<file path="config.mk">
export PLATFORM = sky130hd
export DESIGN_NAME = scl_timing_gen
export DESIGN_NICKNAME = d
export VERILOG_FILES = /design/src/rtl/scl_gen_pkg.sv /design/src/rtl/scl_gen_ctrl.sv /design/src/rtl/scl_gen_datapath.sv /design/src/rtl/scl_timing_gen.sv
export SDC_FILE = /design/constraint.sdc
export NUM_CORES = 1
export LEC_CHECK = 0
export ABC_AREA = 1
export BUFFER_PORTS_ARGS = -buffer_cell sky130_fd_sc_hd__clkbuf_2
export CORE_AREA = 3 3 77 79
export CTS_CLUSTER_DIAMETER = 60
export DETAILED_ROUTE_END_ITERATION = 7
export DIE_AREA = 0 0 80 82
export PLACE_DENSITY = 0.75
export REMOVE_ABC_BUFFERS = 1
export SLEW_MARGIN = 20
export SYNTH_ARGS = -nofsm -noshare
export SYNTH_HDL_FRONTEND = slang
export SYNTH_SLANG_ARGS = --single-unit
</file>
<file path="constraint.sdc">
create_clock -name clk -period 1.75 [get_ports clk]
set_input_delay 0.175 -clock clk [delete_from_list [all_inputs] [get_ports clk]]
set_output_delay 0.175 -clock clk [all_outputs]
set_load 0.005 [all_outputs]
</file>
<file path="src/rtl/scl_gen_pkg.sv">
package scl_gen_pkg;

  typedef enum logic [1:0] {
    ST_IDLE = 2'd0,
    ST_LOW  = 2'd1,
    ST_WAIT = 2'd2,
    ST_HIGH = 2'd3
  } sclState_e;

  // Strobes from the control FSM to the counting datapath.
  typedef struct packed {
    logic holdAll;    // block disabled: clear everything, release line
    logic startLow;   // begin a low phase: drive line low, latch low target
    logic relScl;     // end of low phase: release the line
    logic startHigh;  // line sensed high: latch high target, start counting
    logic countEn;    // a phase is counting ticks
  } sclStrobes_t;

endpackage

</file>
<file path="src/rtl/scl_gen_ctrl.sv">
module scl_gen_ctrl
  import scl_gen_pkg::*;
(
  input  logic        clk,
  input  logic        rstN,
  input  logic        enable,
  input  logic        sclIn,
  input  logic        phaseEnd,
  output sclStrobes_t stb
);

  sclState_e state, stateNxt;

  always_comb begin
    stb      = '0;
    stateNxt = state;
    if (!enable) begin
      stb.holdAll = 1'b1;
      stateNxt    = ST_IDLE;
    end else begin
      unique case (state)
        ST_IDLE: begin
          stb.startLow = 1'b1;
          stateNxt     = ST_LOW;
        end
        ST_LOW: begin
          stb.countEn = 1'b1;
          if (phaseEnd) begin
            stb.relScl = 1'b1;
            stateNxt   = ST_WAIT;
          end
        end
        ST_WAIT: begin
          if (sclIn) begin
            stb.startHigh = 1'b1;
            stateNxt      = ST_HIGH;
          end
        end
        ST_HIGH: begin
          stb.countEn = 1'b1;
          if (phaseEnd) begin
            stb.startLow = 1'b1;
            stateNxt     = ST_LOW;
          end
        end
        default: stateNxt = ST_IDLE;
      endcase
    end
  end

  always_ff @(posedge clk) begin
    if (!rstN) state <= ST_IDLE;
    else       state <= stateNxt;
  end


  wait_hold_chk: assert property (@(posedge clk) disable iff (!rstN)
    (state == ST_WAIT && !sclIn && enable) |=> (state == ST_WAIT));


  low_to_wait_chk: assert property (@(posedge clk) disable iff (!rstN)
    (state == ST_LOW && phaseEnd && enable) |=> (state == ST_WAIT));


  idle_on_disable_chk: assert property (@(posedge clk) disable iff (!rstN)
    !enable |=> (state == ST_IDLE));

endmodule

</file>
<file path="src/rtl/scl_gen_datapath.sv">
module scl_gen_datapath
  import scl_gen_pkg::*;
#(
  parameter int PS_W     = 8,
  parameter int PER_W    = 8,
  parameter int LOW_OFS  = 7,
  parameter int HIGH_OFS = 5
) (
  input  logic               clk,
  input  logic               rstN,
  input  sclStrobes_t        stb,
  input  logic               hsSel,
  input  logic [PS_W-1:0]    prescale,
  input  logic [2*PER_W-1:0] lowPeriod,
  input  logic [2*PER_W-1:0] highPeriod,
  output logic               phaseEnd,
  output logic               tickStb,
  output logic               sclOut,
  output logic               sclFall,
  output logic               sclRise
);

  localparam int CNT_W = PER_W + 1;
  localparam logic [CNT_W-1:0] LOW_ADD  = CNT_W'(LOW_OFS - 1);
  localparam logic [CNT_W-1:0] HIGH_ADD = CNT_W'(HIGH_OFS - 1);

  logic [PS_W-1:0]  psCnt;
  logic [CNT_W-1:0] phCnt;
  logic [CNT_W-1:0] curTarget;
  logic [PER_W-1:0] lowSel, highSel;
  logic             psAtEnd, phAtEnd, phaseClr;

  // Byte lanes of the period words: lower lane for standard/fast and the
  // master-code phase, upper lane for the high-speed data phase.
  assign lowSel  = hsSel ? lowPeriod[2*PER_W-1:PER_W]  : lowPeriod[PER_W-1:0];
  assign highSel = hsSel ? highPeriod[2*PER_W-1:PER_W] : highPeriod[PER_W-1:0];

  assign psAtEnd  = (psCnt == prescale);
  assign phAtEnd  = (phCnt == curTarget);
  assign phaseEnd = psAtEnd && phAtEnd;
  assign tickStb  = stb.countEn && psAtEnd;
  assign phaseClr = stb.holdAll || stb.startLow || stb.relScl || stb.startHigh;

  // Prescaler: wraps after prescale+1 cycles, restarts at each phase edge.
  always_ff @(posedge clk) begin
    if (!rstN || phaseClr) psCnt <= '0;
    else if (stb.countEn)  psCnt <= psAtEnd ? '0 : psCnt + 1'b1;
  end

  // Tick counter within the current phase.
  always_ff @(posedge clk) begin
    if (!rstN || phaseClr) phCnt <= '0;
    else if (tickStb)      phCnt <= phCnt + 1'b1;
  end

  // Terminal count, taken once per phase so mid-phase mode changes wait.
  always_ff @(posedge clk) begin
    if (!rstN || stb.holdAll) curTarget <= '0;
    else if (stb.startLow)    curTarget <= CNT_W'(lowSel) + LOW_ADD;
    else if (stb.startHigh)   curTarget <= CNT_W'(highSel) + HIGH_ADD;
  end

  // Line level and edge pulses.
  always_ff @(posedge clk) begin
    if (!rstN || stb.holdAll) begin
      sclOut  <= 1'b1;
      sclFall <= 1'b0;
      sclRise <= 1'b0;
    end else begin
      sclFall <= stb.startLow;
      sclRise <= stb.relScl;
      if (stb.startLow)    sclOut <= 1'b0;
      else if (stb.relScl) sclOut <= 1'b1;
    end
  end


  fall_pulse_chk: assert property (@(posedge clk) disable iff (!rstN)
    sclFall |-> (!sclOut && $past(sclOut)));


  rise_pulse_chk: assert property (@(posedge clk) disable iff (!rstN)
    sclRise |-> (sclOut && !$past(sclOut)));


  tick_gap_chk: assert property (@(posedge clk) disable iff (!rstN)
    (tickStb && prescale != '0 && $stable(prescale)) |=> !tickStb);


  count_bound_chk: assert property (@(posedge clk) disable iff (!rstN)
    stb.countEn |-> (phCnt <= curTarget));


  edge_excl_chk: assert property (@(posedge clk) disable iff (!rstN)
    $onehot0({sclFall, sclRise}));

endmodule

</file>
<file path="src/rtl/scl_timing_gen.sv">
module scl_timing_gen
  import scl_gen_pkg::*;
#(
  parameter int PS_W     = 8,
  parameter int PER_W    = 8,
  parameter int LOW_OFS  = 7,
  parameter int HIGH_OFS = 5
) (
  input  logic               clk,
  input  logic               rstN,
  input  logic               enable,
  input  logic               hsMode,
  input  logic               hsPhase,
  input  logic [PS_W-1:0]    prescale,
  input  logic [2*PER_W-1:0] lowPeriod,
  input  logic [2*PER_W-1:0] highPeriod,
  input  logic               sclIn,
  output logic               sclOut,
  output logic               tickStb,
  output logic               sclFall,
  output logic               sclRise
);

  sclStrobes_t stb;
  logic        phaseEnd;
  logic        hsSel;

  assign hsSel = hsMode && hsPhase;

  scl_gen_ctrl ctrl_i (
    .clk      (clk),
    .rstN     (rstN),
    .enable   (enable),
    .sclIn    (sclIn),
    .phaseEnd (phaseEnd),
    .stb      (stb)
  );

  scl_gen_datapath #(
    .PS_W     (PS_W),
    .PER_W    (PER_W),
    .LOW_OFS  (LOW_OFS),
    .HIGH_OFS (HIGH_OFS)
  ) dp_i (
    .clk        (clk),
    .rstN       (rstN),
    .stb        (stb),
    .hsSel      (hsSel),
    .prescale   (prescale),
    .lowPeriod  (lowPeriod),
    .highPeriod (highPeriod),
    .phaseEnd   (phaseEnd),
    .tickStb    (tickStb),
    .sclOut     (sclOut),
    .sclFall    (sclFall),
    .sclRise    (sclRise)
  );


  disabled_quiet_chk: assert property (@(posedge clk) disable iff (!rstN)
    !enable |=> (sclOut && !tickStb && !sclFall && !sclRise));

endmodule

</file>
==> run metrics, run 1 <==
initial antenna violation count 0; post-synthesis adder-cell area fraction 4.269%; DRC Markers 0; Reg clk slew, reported paths 70 ps; RSZ-0062 raised after global routing true; cell taking the most area after synthesis dfxtp_1; htree depth 2; Sink Count 31; CP startpoint kind flop; GRT overflow 0; Yosys top cell area share 26.47%; latest clock arrival within the worst-skew pair 290 ps; Final ANT Viol Nets 0; hold buffer count at CTS 0; initial cell density of the core 43.38%; worst hold slack 89.17 ps; Setup violations, final 0; status finished, final reports clean; Total Wirelength 5512 um; Post-Syn Area 0.002345 mm^2; largest fanout on the critical path 6; post-detail-place hpwl 4251 um; pin count of the biggest net entering global routing 11; gpl congestion 0.8549; Cell Chain, Critical Path xor2_2 > nor2_2 > nand2_4 > nor2_8 > nand3_4 > nand2_4 > nand3_4 > buf_6 > o21ai_2 > nand2_1 > a21oi_2; Synth Area in Compound Gates 8.485%; core area 0.005405 mm^2; DRT Pass-1 Iters 4; xor and xnor fraction of the mapped netlist area 5.229%; main combinational cell family by area after synthesis simple AND/OR/NAND/NOR gates; Total GRT Usage 17.15%; die area 0.006560 mm^2; fin. max-slew vios 0; CP top delay family simple AND/OR/NAND/NOR gates; sequential area share after synthesis 26.47%; slowest CP cell dfxtp_2; Root Driver clkbuf_8; Period minus WS final 1683 ps; Setup CP Type flop to flop; synth warn 0; Layout Area Growth over Synthesis 34.69%; fin nets 498; CP Capture Type flop; Hold Path Class primary input to flop; Die H 82 um; most common cell after layout, fill and taps aside nand2_1; routed len/inst 10.66 um; pwr dens 657.9 mW/mm^2; vias in the first global route 2,204; Placed Area 0.002829 mm^2; commonest non-fill, non-tap cells in the layout nand2_1, inv_1, clkbuf_2; ratio of cells with drive above 1 in the final layout 38.20%; final core occ 58.43%; Vias 2,413; FMAX 594.3 MHz; crit-path max cell delay 350 ps; drt first-iter violations 91; max_cap viols 0; vias per cell 4.667; Worst Max-Slew Pin Slew 332.2 ps; number of placement rows 27; DIE WIDTH 80 um; Post-Synth Simple-Gate Area 41.04%; clock buffer depth 2; CTS tree built; synth unique cells 33; Max VDD drop 0.3208 mV; Final period util 96.15%; Slew HR 77.22%; total CTS buffers 5; Port Buf Inserts 49; ranking of synthesized cells by area dfxtp_1, nand2_1, inv_1; register bit total from synthesis 31; Syn Inst Count 362; n_diodes 0; Final Hold Fails 0; Worst EP arrival 1900 ps; clk_skew 11.27 ps; Worst Path Required 1970 ps; synthesized area per cell 6.477 um^2; leakage power 0.001565 uW; first-pass GRT wire length 8970 um; Layout Cell Area excl Fill 0.003158 mm^2; Top Ports 50; post-synthesis mux area share 2.775%; critical path buffer and inverter count 1
-- through the flow --
stage / TNS, ps / worst slack (ps) / std cells / total power [uW]
after CTS: 0 / 2.357 / 513 / 2041
after global routing: -540.1 / -86.43 / 517 / 2181
after detailed placement: -293.1 / -63.25 / 501 / 1293
after floorplan: 0 / 41.82 / 357 / 1093
final: 0 / 67.35 / 517 / 2078
after global placement: -35.45 / -11.62 / 501 / 1278
-- cell families (layout without fill, tap and decap cells) --
| family | count (synthesis) | after routing |
|---|---|---|
| mux | 6 | 6 |
| flops | 31 | 31 |
| buf+inv | 68 | 150 |
| fa+ha+maj | 8 | 8 |
| simple gates | 198 | 199 |
| compound gates | 37 | 37 |
| xor+xnor | 14 | 14 |
-- report_power, final --
| group | internal (uW) | switching [uW] | leakage, uW |
|---|---|---|---|
| combinational | 251 | 329 | 0.00124 |
| sequential | 738 | 19.8 | 0.000261 |
| clock | 460 | 279 | 0.0000612 |
-- sequential cells by signal, indices dropped and copies added, names as in the netlist --
signal	flops
ctrl_i.state	2
dp_i.curTarget	9
dp_i.phCnt	9
dp_i.psCnt	8
dp_i.sclFall	1
dp_i.sclOut	1
dp_i.sclRise	1
-- routing by layer --
metal / share of wire [%] / global-route usage, % / vias to the layer above / routed length (um)
met2: 53 / 32.62 / 53 / 2896
met1: 41 / 18.44 / 1057 / 2283
met4: 1.6 / 6.926 / 0 / 88
met5: 0 / 0 / - / 0
met3: 4.4 / 3.399 / 7 / 244
li1: - / - / 1296 / -
-- worst paths after layout --
kind,start,to,slack (ps),cells past startpoint
hold reg to reg,dp_i.phCnt[1],dp_i.phCnt[1],500,2
setup reg to reg,dp_i.psCnt[4],dp_i.curTarget[7],70,11
setup / recovery,dp_i.psCnt[4],dp_i.curTarget[7],70,11
hold / removal,rstN,dp_i.sclRise,90,3
-- worst reg2reg max path, cell delays in order, from the launching register on --
cell,delay [ps]
dfxtp_2,350
xor2_2,170
nor2_2,160
nand2_4,100
nor2_8,120
nand3_4,90
nand2_4,110
nand3_4,120
buf_6,150
o21ai_2,40
nand2_1,80
a21oi_2,120
-- synth_stat cells, drive strengths merged --
cell,n
a21oi,15
a22oi,1
buf,4
clkbuf,1
dfxtp,31
ha,8
inv,63
mux2,4
mux2i,2
nand2,115
nand3,26
nand3b,4
nand4,10
nor2,36
nor3,5
o21ai,21
or2,2
xnor2,3
xor2,11
-- final cells by class --
class                           count  area, um^2
Multi-Input combinational cell    264        1579
Timing Repair inverter              1       6.256
Tap cell                           72       90.09
Inverter                           63       241.5
Clock buffer                        6       82.58
Sequential cell                    31       644.4
Fill cell                         519        2247
Timing Repair Buffer               78       479.2
Clock inverter                      2       35.03
-- what timing repair did --
action	4_1_cts	5_1_grt
buffers inserted	3	3
endpoints found under the hold margin	0	0
endpoints found under the setup margin	7	30
pin swaps	2	23
gates resized for setup	2	57
cloned	1	1
(Power assumes the default switching activity.)
==> inputs of run 2 (changes only) <==
CORE_AREA = 3 3 70 72   (was 3 3 77 79)
DIE_AREA = 0 0 73 75   (was 0 0 80 82)
PLACE_DENSITY = 0.87   (was 0.75)
==> run 2 against run 1 <==
The flow now finishes with violations (setup timing). Count of clock-buffer cells in the layout grew 2. Wire length rose by 16%. Register-to-register slack worse by 150 ps. Sequential share of layout area barely moved. Clock skew shrank 4.0 ps. Largest power group unchanged.
==> run metrics, run 2 (synthesized netlist as in run 1, its figures left out) <==
Worst EP arrival 2040 ps (+140 ps); Total Wirelength 6412 um (+16%); vias per cell 5.206 (+12%); initial cell density of the core 53.85% (+10 points); pin count of the biggest net entering global routing 11 (unchanged); Vias 2,598 (+7.7%); gpl congestion 0.8644 (+1.1%); Die H 75 um (-8.5%); routed len/inst 12.85 um (+21%); Final Hold Fails 0 (unchanged); Final period util 104.5% (+8.3 points); number of placement rows 24 (-11%); Placed Area 0.002811 mm^2 (-0.62%); Layout Area Growth over Synthesis 33.40%; Reg clk slew, reported paths 60 ps (about the same); total CTS buffers 5 (unchanged); initial antenna violation count 0 (unchanged); CP startpoint kind flop; final core occ 71.84% (+13 points); core area 0.004354 mm^2 (-19%); worst hold slack 111.4 ps (+22.27 ps); fin. max-slew vios 0 (unchanged); commonest non-fill, non-tap cells in the layout nand2_1, inv_1, clkbuf_2; Largest regs dp_i.curTarget x9, dp_i.phCnt x9, dp_i.psCnt x8; violated checks setup timing; Worst Max-Slew Pin Slew 318.9 ps (-13.25 ps); Slew HR 78.13% (+0.91 points); Port Buf Inserts 49 (unchanged); fin nets 500 (+0.40%); FMAX 547.0 MHz (-8.0%); Root Driver clkbuf_8; Worst Path Required 1960 ps (about the same); Setup violations, final 28 (+28); post-detail-place hpwl 4299 um (+1.1%); Period minus WS final 1828 ps (+145.4 ps); n_diodes 0 (unchanged); max_cap viols 0 (unchanged); Layout Cell Area excl Fill 0.003128 mm^2 (-0.95%); DIE WIDTH 73 um (-8.8%); Hold Path Class primary input to flop; die area 0.005475 mm^2 (-17%); largest fanout on the critical path 5 (-1); Top Ports 50 (unchanged); GRT overflow 0 (unchanged); Final Power 2008 uW (-3.4%); pwr dens 641.9 mW/mm^2 (-2.4%); leakage power 0.001556 uW (-0.60%); latest clock arrival within the worst-skew pair 280 ps (about the same); first-pass GRT wire length 9039 um (+0.77%); Max VDD drop 0.3005 mV (-6.3%); DRC Markers 0 (unchanged); Total GRT Usage 20.73% (+3.6 points); setup slack after layout -78.07 ps (-145.4 ps); most common cell after layout, fill and taps aside nand2_1; htree depth 2 (unchanged); clk_skew 7.277 ps (-3.992 ps); vias in the first global route 2,205 (+0.045%); Final ANT Viol Nets 0 (unchanged); DRT Pass-1 Iters 5 (+1); Setup CP Type flop to flop; status finished with violations; Sink Count 31 (unchanged); RSZ-0062 raised after global routing true; CTS tree built; clock buffer depth 2 (unchanged); CP Capture Type flop; drt first-iter violations 223 (+150%); hold buffer count at CTS 0 (unchanged); ratio of cells with drive above 1 in the final layout 34.90% (-3.3 points)
run 2: cell type report:
type | count | area (um^2)
Clock buffer | 8 | 100.1
Fill cell | 298 | 1226
Inverter | 63 | 241.5
Multi-Input combinational cell | 264 | 1570
Sequential cell | 31 | 636.9
Tap cell | 52 | 65.06
Timing Repair Buffer | 80 | 508.0
Timing Repair inverter | 1 | 6.256
run 2: power by group:
| group | leakage (uW) | switching [uW] | total [uW] | internal (uW) |
|---|---|---|---|---|
| clock | 0.0000515 | 264 | 623 | 359 |
| sequential | 0.000257 | 22.8 | 758 | 735 |
| combinational | 0.00125 | 366 | 627 | 261 |
run 2: worst max-delay path, cell delays in order (launching register included):
cell      delay, ps
dfxtp_2         340
inv_1            70
o21ai_0         180
nand3b_1        200
nor2_4           80
nand3_4         100
nand2_4          90
nand2_4         100
nand2_4          80
nor2_4          240
clkinv_4        130
a21oi_1         130
run 2: through the flow:
stage               setup slack, ps  setup TNS (ps)  instances
floorplan                     41.82               0        357
global placement              47.09               0        482
detailed placement           -47.25          -218.3        482
CTS                         -0.8915         -0.8915        492
global route                 -182.9           -3617        499
finish                       -78.07          -958.7        499
run 2: final timing paths:
kind	endpoint	startpoint	depth (start not counted)	slack [ps]
setup / recovery	dp_i.phCnt[5]	dp_i.phCnt[2]	11	-80
hold / removal	dp_i.sclRise	rstN	3	110
setup reg to reg	dp_i.phCnt[5]	dp_i.phCnt[2]	11	-80
hold reg to reg	dp_i.phCnt[7]	dp_i.phCnt[7]	2	500
run 2: per-layer routing:
layer	vias to the layer above	part of all wire [%]	global-route usage, %
li1	1300	-	-
met3	26	6.3	3.471
met5	-	0	0
met2	122	52	37.44
met4	0	3.3	8.811
met1	1150	38	24.12
run 2: repair_timing:
item,CTS,global route
pin swaps,2,14
gates resized for setup,7,40
setup buffers,1,6
gates cloned,1,1
setup endpoints to repair,8,29
